File: src/rtl/mt_pkg.sv
package mt_pkg;
  localparam int unsigned OFF_CTRL = 'h00;
  localparam int unsigned OFF_CNT  = 'h04;
  localparam int unsigned OFF_MOD  = 'h08;
  localparam int unsigned OFF_INIT = 'h4C;

  localparam int unsigned PS_W     = 3;
  localparam int unsigned CS_LSB   = 3;
  localparam int unsigned IE_BIT   = 6;
  localparam int unsigned FLAG_BIT = 7;

  localparam logic [1:0] CLK_OFF = 2'd0;
  localparam logic [1:0] CLK_SYS = 2'd1;
endpackage

File: src/rtl/mt_prescaler.sv
module mt_prescaler
  import mt_pkg::*;
(
  input  logic            clk_i,
  input  logic            rst_ni,
  input  logic [1:0]      clk_sel_i,
  input  logic [PS_W-1:0] ps_i,
  output logic            tick_o
);
  localparam int unsigned DIV_W = (1 << PS_W) - 1;

  logic [DIV_W-1:0] div_q, mask;
  logic             run;

  always_comb begin
    mask   = DIV_W'((32'd1 << ps_i) - 32'd1);
    run    = (clk_sel_i == CLK_SYS);
    tick_o = run && ((div_q & mask) == mask);
  end

  always_ff @(posedge clk_i or negedge rst_ni) begin
    if (!rst_ni)     div_q <= '0;
    else if (!run)   div_q <= '0;
    else if (tick_o) div_q <= '0;
    else             div_q <= div_q + DIV_W'(1);
  end

  a_r11_div_clear: assert property (@(posedge clk_i) disable iff (!rst_ni)
    (clk_sel_i == CLK_OFF) |=> (div_q == '0));
endmodule

File: src/rtl/mt_counter.sv
module mt_counter #(
  parameter int unsigned CNT_W = 16
) (
  input  logic             clk_i,
  input  logic             rst_ni,
  input  logic             tick_i,
  input  logic             load_i,
  input  logic [CNT_W-1:0] init_i,
  input  logic [CNT_W-1:0] mod_i,
  output logic [CNT_W-1:0] cnt_o,
  output logic             ovf_o
);
  logic [CNT_W-1:0] cnt_q;
  logic             at_mod;

  always_comb begin
    at_mod = (cnt_q == mod_i);
    ovf_o  = tick_i && !load_i && at_mod;
    cnt_o  = cnt_q;
  end

  always_ff @(posedge clk_i or negedge rst_ni) begin
    if (!rst_ni)     cnt_q <= '0;
    else if (load_i) cnt_q <= init_i;
    else if (tick_i) cnt_q <= at_mod ? init_i : cnt_q + CNT_W'(1);
  end

  a_r4_hold: assert property (@(posedge clk_i) disable iff (!rst_ni)
    (!tick_i && !load_i) |=> $stable(cnt_q));
  a_r6_load: assert property (@(posedge clk_i) disable iff (!rst_ni)
    load_i |=> (cnt_q == $past(init_i)));
  a_r5_wrap: assert property (@(posedge clk_i) disable iff (!rst_ni)
    ovf_o |=> (cnt_q == $past(init_i)));
endmodule

File: src/rtl/mt_regs.sv
module mt_regs
  import mt_pkg::*;
#(
  parameter int unsigned AW    = 7,
  parameter int unsigned DW    = 32,
  parameter int unsigned CNT_W = 16
) (
  input  logic             clk_i,
  input  logic             rst_ni,
  input  logic             rd_i,
  input  logic             wr_i,
  input  logic [AW-1:0]    addr_i,
  input  logic [DW-1:0]    wdata_i,
  input  logic [CNT_W-1:0] cnt_i,
  input  logic             ovf_i,
  output logic [PS_W-1:0]  ps_o,
  output logic [1:0]       clk_sel_o,
  output logic [CNT_W-1:0] init_o,
  output logic [CNT_W-1:0] mod_o,
  output logic             load_o,
  output logic             irq_o,
  output logic [DW-1:0]    rdata_o
);
  logic [PS_W-1:0]  ps_q;
  logic [1:0]       clk_sel_q;
  logic             ie_q, flag_q, armed_q;
  logic [CNT_W-1:0] mod_buf_q, init_buf_q, mod_act_q, init_act_q;
  logic             hit_ctrl, hit_cnt, hit_mod, hit_init;
  logic             wr_ctrl, clr_req;
  logic             unused_wdata;

  always_comb begin
    hit_ctrl = (addr_i == AW'(OFF_CTRL));
    hit_cnt  = (addr_i == AW'(OFF_CNT));
    hit_mod  = (addr_i == AW'(OFF_MOD));
    hit_init = (addr_i == AW'(OFF_INIT));
    wr_ctrl  = wr_i && hit_ctrl;
    clr_req  = wr_ctrl && !wdata_i[FLAG_BIT] && armed_q;
    load_o   = wr_i && hit_cnt;
  end

  assign unused_wdata = ^wdata_i;

  always_ff @(posedge clk_i or negedge rst_ni) begin
    if (!rst_ni) begin
      ps_q      <= '0;
      clk_sel_q <= CLK_OFF;
      ie_q      <= 1'b0;
    end else if (wr_ctrl) begin
      ps_q      <= wdata_i[PS_W-1:0];
      clk_sel_q <= wdata_i[CS_LSB +: 2];
      ie_q      <= wdata_i[IE_BIT];
    end
  end

  // holding copies, moved to the active copies only while stopped
  always_ff @(posedge clk_i or negedge rst_ni) begin
    if (!rst_ni) begin
      mod_buf_q  <= '0;
      init_buf_q <= '0;
      mod_act_q  <= '0;
      init_act_q <= '0;
    end else begin
      if (wr_i && hit_mod)  mod_buf_q  <= wdata_i[CNT_W-1:0];
      if (wr_i && hit_init) init_buf_q <= wdata_i[CNT_W-1:0];
      if (clk_sel_q == CLK_OFF) begin
        mod_act_q  <= mod_buf_q;
        init_act_q <= init_buf_q;
      end
    end
  end

  // overflow has priority over a clear on the same edge
  always_ff @(posedge clk_i or negedge rst_ni) begin
    if (!rst_ni) begin
      flag_q  <= 1'b0;
      armed_q <= 1'b0;
    end else begin
      if (ovf_i)        flag_q <= 1'b1;
      else if (clr_req) flag_q <= 1'b0;
      if (wr_ctrl)                        armed_q <= 1'b0;
      else if (rd_i && hit_ctrl && flag_q) armed_q <= 1'b1;
    end
  end

  always_comb begin
    rdata_o = '0;
    if (hit_ctrl) begin
      rdata_o[PS_W-1:0]     = ps_q;
      rdata_o[CS_LSB +: 2]  = clk_sel_q;
      rdata_o[IE_BIT]       = ie_q;
      rdata_o[FLAG_BIT]     = flag_q;
    end else if (hit_cnt)  rdata_o[CNT_W-1:0] = cnt_i;
    else if (hit_mod)      rdata_o[CNT_W-1:0] = mod_buf_q;
    else if (hit_init)     rdata_o[CNT_W-1:0] = init_buf_q;
  end

  assign ps_o      = ps_q;
  assign clk_sel_o = clk_sel_q;
  assign init_o    = init_act_q;
  assign mod_o     = mod_act_q;
  assign irq_o     = flag_q & ie_q;

  a_r9_collide: assert property (@(posedge clk_i) disable iff (!rst_ni)
    ovf_i |=> flag_q);
  a_r8_keep: assert property (@(posedge clk_i) disable iff (!rst_ni)
    (flag_q && !armed_q) |=> flag_q);
  a_r7_buf_hold: assert property (@(posedge clk_i) disable iff (!rst_ni)
    (clk_sel_q != CLK_OFF) |=> ($stable(mod_act_q) && $stable(init_act_q)));
endmodule

File: src/rtl/mod_timer.sv
module mod_timer
  import mt_pkg::*;
#(
  parameter int unsigned AW    = 7,
  parameter int unsigned DW    = 32,
  parameter int unsigned CNT_W = 16
) (
  input  logic          clk_i,
  input  logic          rst_ni,
  input  logic          rd_i,
  input  logic          wr_i,
  input  logic [AW-1:0] addr_i,
  input  logic [DW-1:0] wdata_i,
  output logic [DW-1:0] rdata_o,
  output logic          irq_o
);
  logic [PS_W-1:0]  ps;
  logic [1:0]       clk_sel;
  logic [CNT_W-1:0] init_act, mod_act, cnt;
  logic             tick, load, ovf;

  mt_regs #(.AW(AW), .DW(DW), .CNT_W(CNT_W)) u_regs (
    .clk_i, .rst_ni, .rd_i, .wr_i, .addr_i, .wdata_i,
    .cnt_i(cnt), .ovf_i(ovf), .ps_o(ps), .clk_sel_o(clk_sel),
    .init_o(init_act), .mod_o(mod_act), .load_o(load),
    .irq_o, .rdata_o
  );

  mt_prescaler u_pre (
    .clk_i, .rst_ni, .clk_sel_i(clk_sel), .ps_i(ps), .tick_o(tick)
  );

  mt_counter #(.CNT_W(CNT_W)) u_cnt (
    .clk_i, .rst_ni, .tick_i(tick), .load_i(load),
    .init_i(init_act), .mod_i(mod_act), .cnt_o(cnt), .ovf_o(ovf)
  );
endmodule

File: config.mk
export PLATFORM = sky130hd
export DESIGN_NAME = mod_timer
export DESIGN_NICKNAME = d
export VERILOG_FILES = /design/src/rtl/mt_pkg.sv /design/src/rtl/mt_prescaler.sv /design/src/rtl/mt_counter.sv /design/src/rtl/mt_regs.sv /design/src/rtl/mod_timer.sv
export SDC_FILE = /design/constraint.sdc
export NUM_CORES = 1
export LEC_CHECK = 0
export BUFFER_PORTS_ARGS = -buffer_cell sky130_fd_sc_hd__clkbuf_2
export CAP_MARGIN = 20
export CORE_MARGIN = 4
export CORE_UTILIZATION = 51
export DETAILED_ROUTE_END_ITERATION = 10
export PLACE_DENSITY = 0.76
export SETUP_SLACK_MARGIN = 0.02
export SYNTH_ARGS = -nofsm -noshare
export SYNTH_HDL_FRONTEND = slang
export SYNTH_SLANG_ARGS = --single-unit
export TNS_END_PERCENT = 20
File: constraint.sdc
create_clock -name clk_i -period 4.5 [get_ports clk_i]
set_clock_uncertainty 0.05 [all_clocks]
set_input_delay 1.35 -clock clk_i [delete_from_list [all_inputs] [get_ports clk_i]]
set_output_delay 1.35 -clock clk_i [all_outputs]
set_load 0.02 [all_outputs]
==> flow_summary.yaml, run 1 <==
worst_setup_path:
  ff2ff_setup_slack_ns: 2.01
  startpoint_type: "input port"
  worstRegToRegCells: 6
  critPathKind: "in -> out"
  rr_endpoint: "u_cnt.cnt_o[11]$_DFFE_PN0P_"
  reg2reg_from: "u_cnt.cnt_o[0]$_DFFE_PN0P_"
  cp_data_arrival_time_ns: 2.95
  worstPathRequired_ns: 3.10
  worstSetupEndpointType: "output port"
  worstPathMaxFanout: 18
clock_tree:
  cts_hold_buf: 0
  cts.reportedPaths.clkPinSlew_ns: 0.08
  root_buffer: "clkbuf_8"
  clock-sinks: 95
  cts_resized: 0
  htree_levels: 3
  cts_tree: "built"
  clk_path_buf_depth: 2
  numCtsBuffers: 9
  clk_latency_ns: 0.36
  cts_setup_buffers: 0
synthesis:
  synth_edf_count: 0
  synth_area_sq_um: 4730
  synth.avg_cell_area_sq_um: 11.4
  yosysWarnings: 0
  yosysUniqueCellTypes: 49
  synth-seq-area-share: 0.503
  synth-seq-cells: 95
  synth_top_flop_cell: "dfrtp_1"
  synthArstFlopShare: 1.00
  synth_cells: 414
cells_and_area:
  design_area_sq_um: 5240
  drive_above_1_share: 0.335
  antennaDiodeCount: 0
  layout.nets: 503
  fillers: 708
  area_delta_synth_final_pct: 10.8
  post-route-util: 0.592
route:
  drt_first_pass_iters: 8
  drcViolationCount: 0
  wl_mm: 10.6
  drt_iter0_markers: 325
  via_count: 3389
  viasPerCell: 5.95
  ant_nets: 0
  wire_per_inst_um: 18.5
floorplan:
  ios: 76
  initial_core_util: 0.534
  fp-row-count: 34
  dieHeight_um: 104
  coreArea_sq_um: 8850
  die_x_um: 104
  die_area_sq_um: 10900
hold_path:
  min_from: "u_regs.init_o[13]$_DFFE_PN0N_"
  whs_endpoint: "u_regs.init_o[13]$_DFFE_PN0N_"
  hp-class: "reg -> reg"
  holdPathStages: 1
placement:
  dp_hpwl_mm: 7.36
  numPortBuffers: 43
  place.gp.congestion: 0.860
  placed_area_sq_um: 5040
power_and_ir_drop:
  peakVddDrop_mv: 0.215
  leakage_nw: 2.68
  power.density_nw_per_um2: 342
sta:
  max_slew_margin: 0.432
  finalSetupTns_ns: 0
  drv_slew: 0
  max_freq_ghz: 0.230
  tightest_slew_ns: 0.850
  period_minus_slack_ns: 4.35
  finalHoldViolCount: 0
  finalCritPeriodShare: 0.966
  grt_setup_unrepaired: "no"
  setup_viol: 0
job:
  max_cap_violations: 0
global_routing:
  track_usage: 0.202
  grt_pass1_vias: 3456
  overflow: 0
  grt_pass1_wl_mm: 17.6
  antenna_found_initial: 0
  grt_max_degree: 68
run_status:
  status: "completed"
## cell type report
| class | count | area [sq um] | share of cell area |
|---|---|---|---|
| repair buffers | 54 | 325 | 0.0621 |
| multi-input cells | 283 | 2160 | 0.412 |
| clock inverters | 6 | 61.3 | 0.0117 |
| well taps | 108 | 135 | 0.0258 |
| flip-flops and latches | 95 | 2380 | 0.454 |
| inverters | 15 | 56.3 | 0.0108 |
| clock buffers | 9 | 124 | 0.0237 |
## metal layers
layer	routed length (um)	share of wire	GRT usage
met5	0	0	0
met4	140	0.013	0.0712
met3	651	0.062	0.0292
met2	5210	0.49	0.339
met1	4560	0.43	0.266
## cell usage in the layout, fill, tap and decap left out, types with 2 or more instances in the layout
| master | synthesis | final |
|---|---|---|
| nor4_2 | 1 | 2 |
| a31oi_1 | 3 | 3 |
| mux2_2 | 71 | 71 |
| a21oi_1 | 19 | 19 |
| nor2_1 | 16 | 15 |
| nand4_1 | 5 | 5 |
| nor4_1 | 5 | 4 |
| conb_1 | 1 | 16 |
| dfrtp_1 | 95 | 95 |
| buf_12 | 0 | 2 |
| a21boi_0 | 2 | 2 |
| ha_1 | 2 | 2 |
| clkinv_2 | 0 | 3 |
| buf_4 | 16 | 10 |
| nand3_1 | 18 | 18 |
| mux2i_1 | 2 | 2 |
| o21ai_0 | 8 | 8 |
| o22a_1 | 3 | 3 |
| a222oi_1 | 16 | 16 |
| nor3_1 | 3 | 2 |
| clkbuf_2 | 0 | 42 |
| and3_1 | 5 | 5 |
| nor2b_1 | 2 | 2 |
| nand2_1 | 29 | 29 |
| and2_1 | 4 | 4 |
| nand2b_1 | 8 | 8 |
| inv_1 | 15 | 15 |
| and4_1 | 2 | 2 |
| o22ai_1 | 2 | 2 |
| clkbuf_8 | 0 | 9 |
| xor2_1 | 20 | 20 |
| o221a_2 | 3 | 3 |
## sequential cells by signal (all words and copies together), names as in the netlist, 2 cells and up
| register | cells |
|---|---|
| u_pre.div_q | 7 |
| u_regs.mod_o | 16 |
| u_regs.ps_o | 3 |
| u_regs.mod_buf_q | 16 |
| u_regs.clk_sel_o | 2 |
| u_regs.init_o | 16 |
| u_regs.init_buf_q | 16 |
| u_cnt.cnt_o | 16 |
## Yosys cell counts (2+ instances only)
library cell,instances,area share
dfrtp_1,95,0.50
mux2_2,71,0.17
nand2_1,29,0.023
xor2_1,20,0.037
a21oi_1,19,0.020
nand3_1,18,0.019
a222oi_1,16,0.034
buf_4,16,0.025
nor2_1,16,0.013
inv_1,15,0.012
clkbuf_1,14,0.011
nand2b_1,8,0.011
o21ai_0,8,0.0085
and3_1,5,0.0066
buf_2,5,0.0053
nand4_1,5,0.0066
nor4_1,5,0.0066
and2_1,4,0.0053
a31oi_1,3,0.0040
nor3_1,3,0.0032
o221a_2,3,0.0071
o22a_1,3,0.0056
a21boi_0,2,0.0032
and4_1,2,0.0037
ha_1,2,0.0053
mux2i_1,2,0.0042
nor2b_1,2,0.0026
o22ai_1,2,0.0026
## where the power goes
part	switching (mW)	internal, mW	leakage, nW	total [mW]
registers	0.0745	0.927	1.29	1.00
clock network	0.290	0.253	0.0953	0.543
logic	0.133	0.114	1.30	0.247
## cell families (layout without fill, tap and decap cells)
group,count (synthesis),after routing,synth area share
XOR/XNOR,21,21,0.0389
other,1,16,0.000794
flip-flops,95,95,0.503
AND/OR/NAND/NOR,105,105,0.118
buffers and inverters,51,84,0.0561
multiplexers,74,74,0.177
AO/OA/AOI/OAI,65,65,0.102
adder cells (fa/ha/maj),2,2,0.00529
## worst max-delay path, stage by stage
cell and delay, ns:
clkbuf_2 0.08, or4_4 0.57, nor4b_4 0.29, buf_12 0.20, a222oi_1 0.11, a21oi_1 0.15, clkbuf_2 0.19
## worst max-delay path by stage
stage,start,end,slack [ns],cells after the start
3_3_place_gp,addr_i[1],rdata_o[7],0.1,8
6_report,addr_i[1],rdata_o[4],0.15,7
4_1_cts,addr_i[1],rdata_o[13],0.06,8
2_1_floorplan,addr_i[1],rdata_o[10],0.06,6
3_5_place_dp,addr_i[1],rdata_o[13],0.07,8
5_1_grt,addr_i[1],rdata_o[2],0.05,7
## per-stage QoR
step | total power, mW | cells | setup slack (ns) | hold slack, ns
final | 1.79 | 570 | 0.153 | 0.458
after global routing | 1.88 | 570 | 0.0502 | 0.474
after CTS | 1.80 | 570 | 0.0631 | 0.460
after detailed placement | 1.26 | 555 | 0.0659 | 0.441
after global placement | 1.25 | 555 | 0.0961 | 0.438
after floorplan | 1.17 | 429 | 0.0572 | 0.415
Power figures use the tool's default switching activity.
==> inputs of run 2 (changes only) <==
--- a/config.mk
+++ b/config.mk
@@ -9,6 +9,7 @@
 export CAP_MARGIN = 20
 export CORE_MARGIN = 4
 export CORE_UTILIZATION = 51
+export CTS_CLUSTER_SIZE = 25
 export DETAILED_ROUTE_END_ITERATION = 10
 export PLACE_DENSITY = 0.76
 export SETUP_SLACK_MARGIN = 0.02
==> constraint.sdc (replaced) <==
create_clock -name clk_i -period 4.5 [get_ports clk_i]
set_clock_uncertainty 0.05 [all_clocks]
set_input_delay 0.45 -clock clk_i [delete_from_list [all_inputs] [get_ports clk_i]]
set_output_delay 0.45 -clock clk_i [all_outputs]
set_load 0.02 [all_outputs]
==> run 2 against run 1 <==
Sequential cell count unchanged. Combinational power about the same. Highest routed layer unchanged. Maximum frequency up 35%. Cell area fell by 0.84%. Critical path type unchanged. Setup slack improved by 1.1 ns. Sequential share of layout area rose by 0.38 points. Wire length grew 3.9%.
==> flow_summary.yaml, run 2 (synthesis results as in run 1) <==
worst_setup_path:
  worstRegToRegCells: 6
  worstPathRequired_ns: 4.00
  reg2reg_from: "u_cnt.cnt_o[1]$_DFFE_PN0P_"
  critPathTopFamily: "simple AND/OR/NAND/NOR gates"
  cp_common_cell: "clkbuf_2"
  path_cells: "clkbuf_2 -> or4_1 -> nor3_1 -> and2_1 -> a222oi_1 -> nand2_1 -> clkbuf_2"
  cp_data_arrival_time_ns: 2.72
  crit_slowest_cell: "and2_1"
  rr_endpoint: "u_cnt.cnt_o[11]$_DFFE_PN0P_"
  crit_path_max_incr_delay_ns: 0.71
  startpoint_type: "input port"
  worstSetupEndpointType: "output port"
  critPathKind: "in -> out"
  worstPathMaxFanout: 15
  critPathBufInv: 2
  ff2ff_setup_slack_ns: 1.94
  cp.depth: 7
clock_tree:
  root_buffer: "clkbuf_8"
  clk_latency_ns: 0.36
  clk_path_buf_depth: 2
  cts_hold_buf: 0
  cts_resized: 0
  cts_setup_buffers: 0
  numCtsBuffers: 9
  htree_levels: 3
  clock-sinks: 95
  cts_tree: "built"
  cts.reportedPaths.clkPinSlew_ns: 0.09
route:
  via_count: 3475
  viasPerCell: 6.13
  drt_iter0_markers: 345
  wire_per_inst_um: 19.4
  ant_nets: 0
  wl_mm: 11.0
  drt_first_pass_iters: 7
  drcViolationCount: 0
cells_and_area:
  multi_input_area_sq_um: 2150
  area_delta_synth_final_pct: 9.88
  layout.nets: 499
  seq_area_sq_um: 2380
  final_common_cell: "dfrtp_1"
  final_cell_mix: "95 x dfrtp_1, 71 x mux2_2, 42 x clkbuf_2"
  drive_above_1_share: 0.327
  fillers: 708
  layout.cells.non_filler: 567
  antennaDiodeCount: 0
floorplan:
  fp-row-count: 34
  die_area_sq_um: 10900
  initial_core_util: 0.534
  coreArea_sq_um: 8850
  die_x_um: 104
  dieHeight_um: 104
  ios: 76
hold_path:
  hp-class: "in -> async"
global_routing:
  track_usage: 0.211
  antenna_found_initial: 0
  overflow: 0
  grt_max_degree: 72
  grt_pass1_wl_mm: 18.5
  grt_pass1_vias: 3626
sta:
  finalCritPeriodShare: 0.716
  tightest_slew_ns: 0.912
  grt_setup_unrepaired: "no"
  finalHoldViolCount: 0
  finalSetupTns_ns: 0
  max_freq_ghz: 0.310
  drv_slew: 0
  layout_setup_ws_ns: 1.28
  setup_viol: 0
  whs_ns: 0.142
  max_slew_margin: 0.390
  period_minus_slack_ns: 3.22
power_and_ir_drop:
  power.density_nw_per_um2: 353
  peakVddDrop_mv: 0.208
  leakage_nw: 2.66
placement:
  place_ws_ns: 1.28
  numPortBuffers: 43
  dp.cells: 551
  dp_hpwl_mm: 7.52
  place.gp.congestion: 0.819
run_status:
  status: "completed"
job:
  max_cap_violations: 0
run 2: power by group:
part / switching (mW) / internal (mW)
clock: 0.309 / 0.274
combinational: 0.136 / 0.112
sequential: 0.0737 / 0.927
total: 0.518 / 1.31
run 2: layer usage:
layer	track usage	part of all wire
met4	0.104	0.037
met1	0.275	0.42
met3	0.0304	0.064
met5	0	0
met2	0.344	0.48
run 2: final cells by class:
class                           count  share of cell area
Clock inverter                      6              0.0130
Clock buffer                       10              0.0265
Timing Repair Buffer               50              0.0520
Inverter                           15              0.0108
Multi-Input combinational cell    283               0.414
Sequential cell                    95               0.458
Tap cell                          108              0.0260
run 2: worst max path at each step:
stage	startpoint	endpoint	slack, ns
final	addr_i[1]	rdata_o[7]	1.28
after global routing	addr_i[1]	rdata_o[7]	1.18
after CTS	addr_i[1]	rdata_o[7]	1.35
after detailed placement	addr_i[1]	u_regs.mod_buf_q[8]$_DFFE_PN0P_	1.28
after global placement	addr_i[1]	u_regs.mod_buf_q[4]$_DFFE_PN0P_	1.36
after floorplan	addr_i[1]	rdata_o[10]	1.77
run 2: per-stage QoR:
step           utilization  total power, mW  area, sq um
6_report             0.587             1.83         5190
5_1_grt              0.587             1.91         5190
4_1_cts              0.587             1.83         5190
3_5_place_dp         0.564             1.26         4990
3_3_place_gp         0.564             1.25         4990
2_1_floorplan            -             1.17         4780
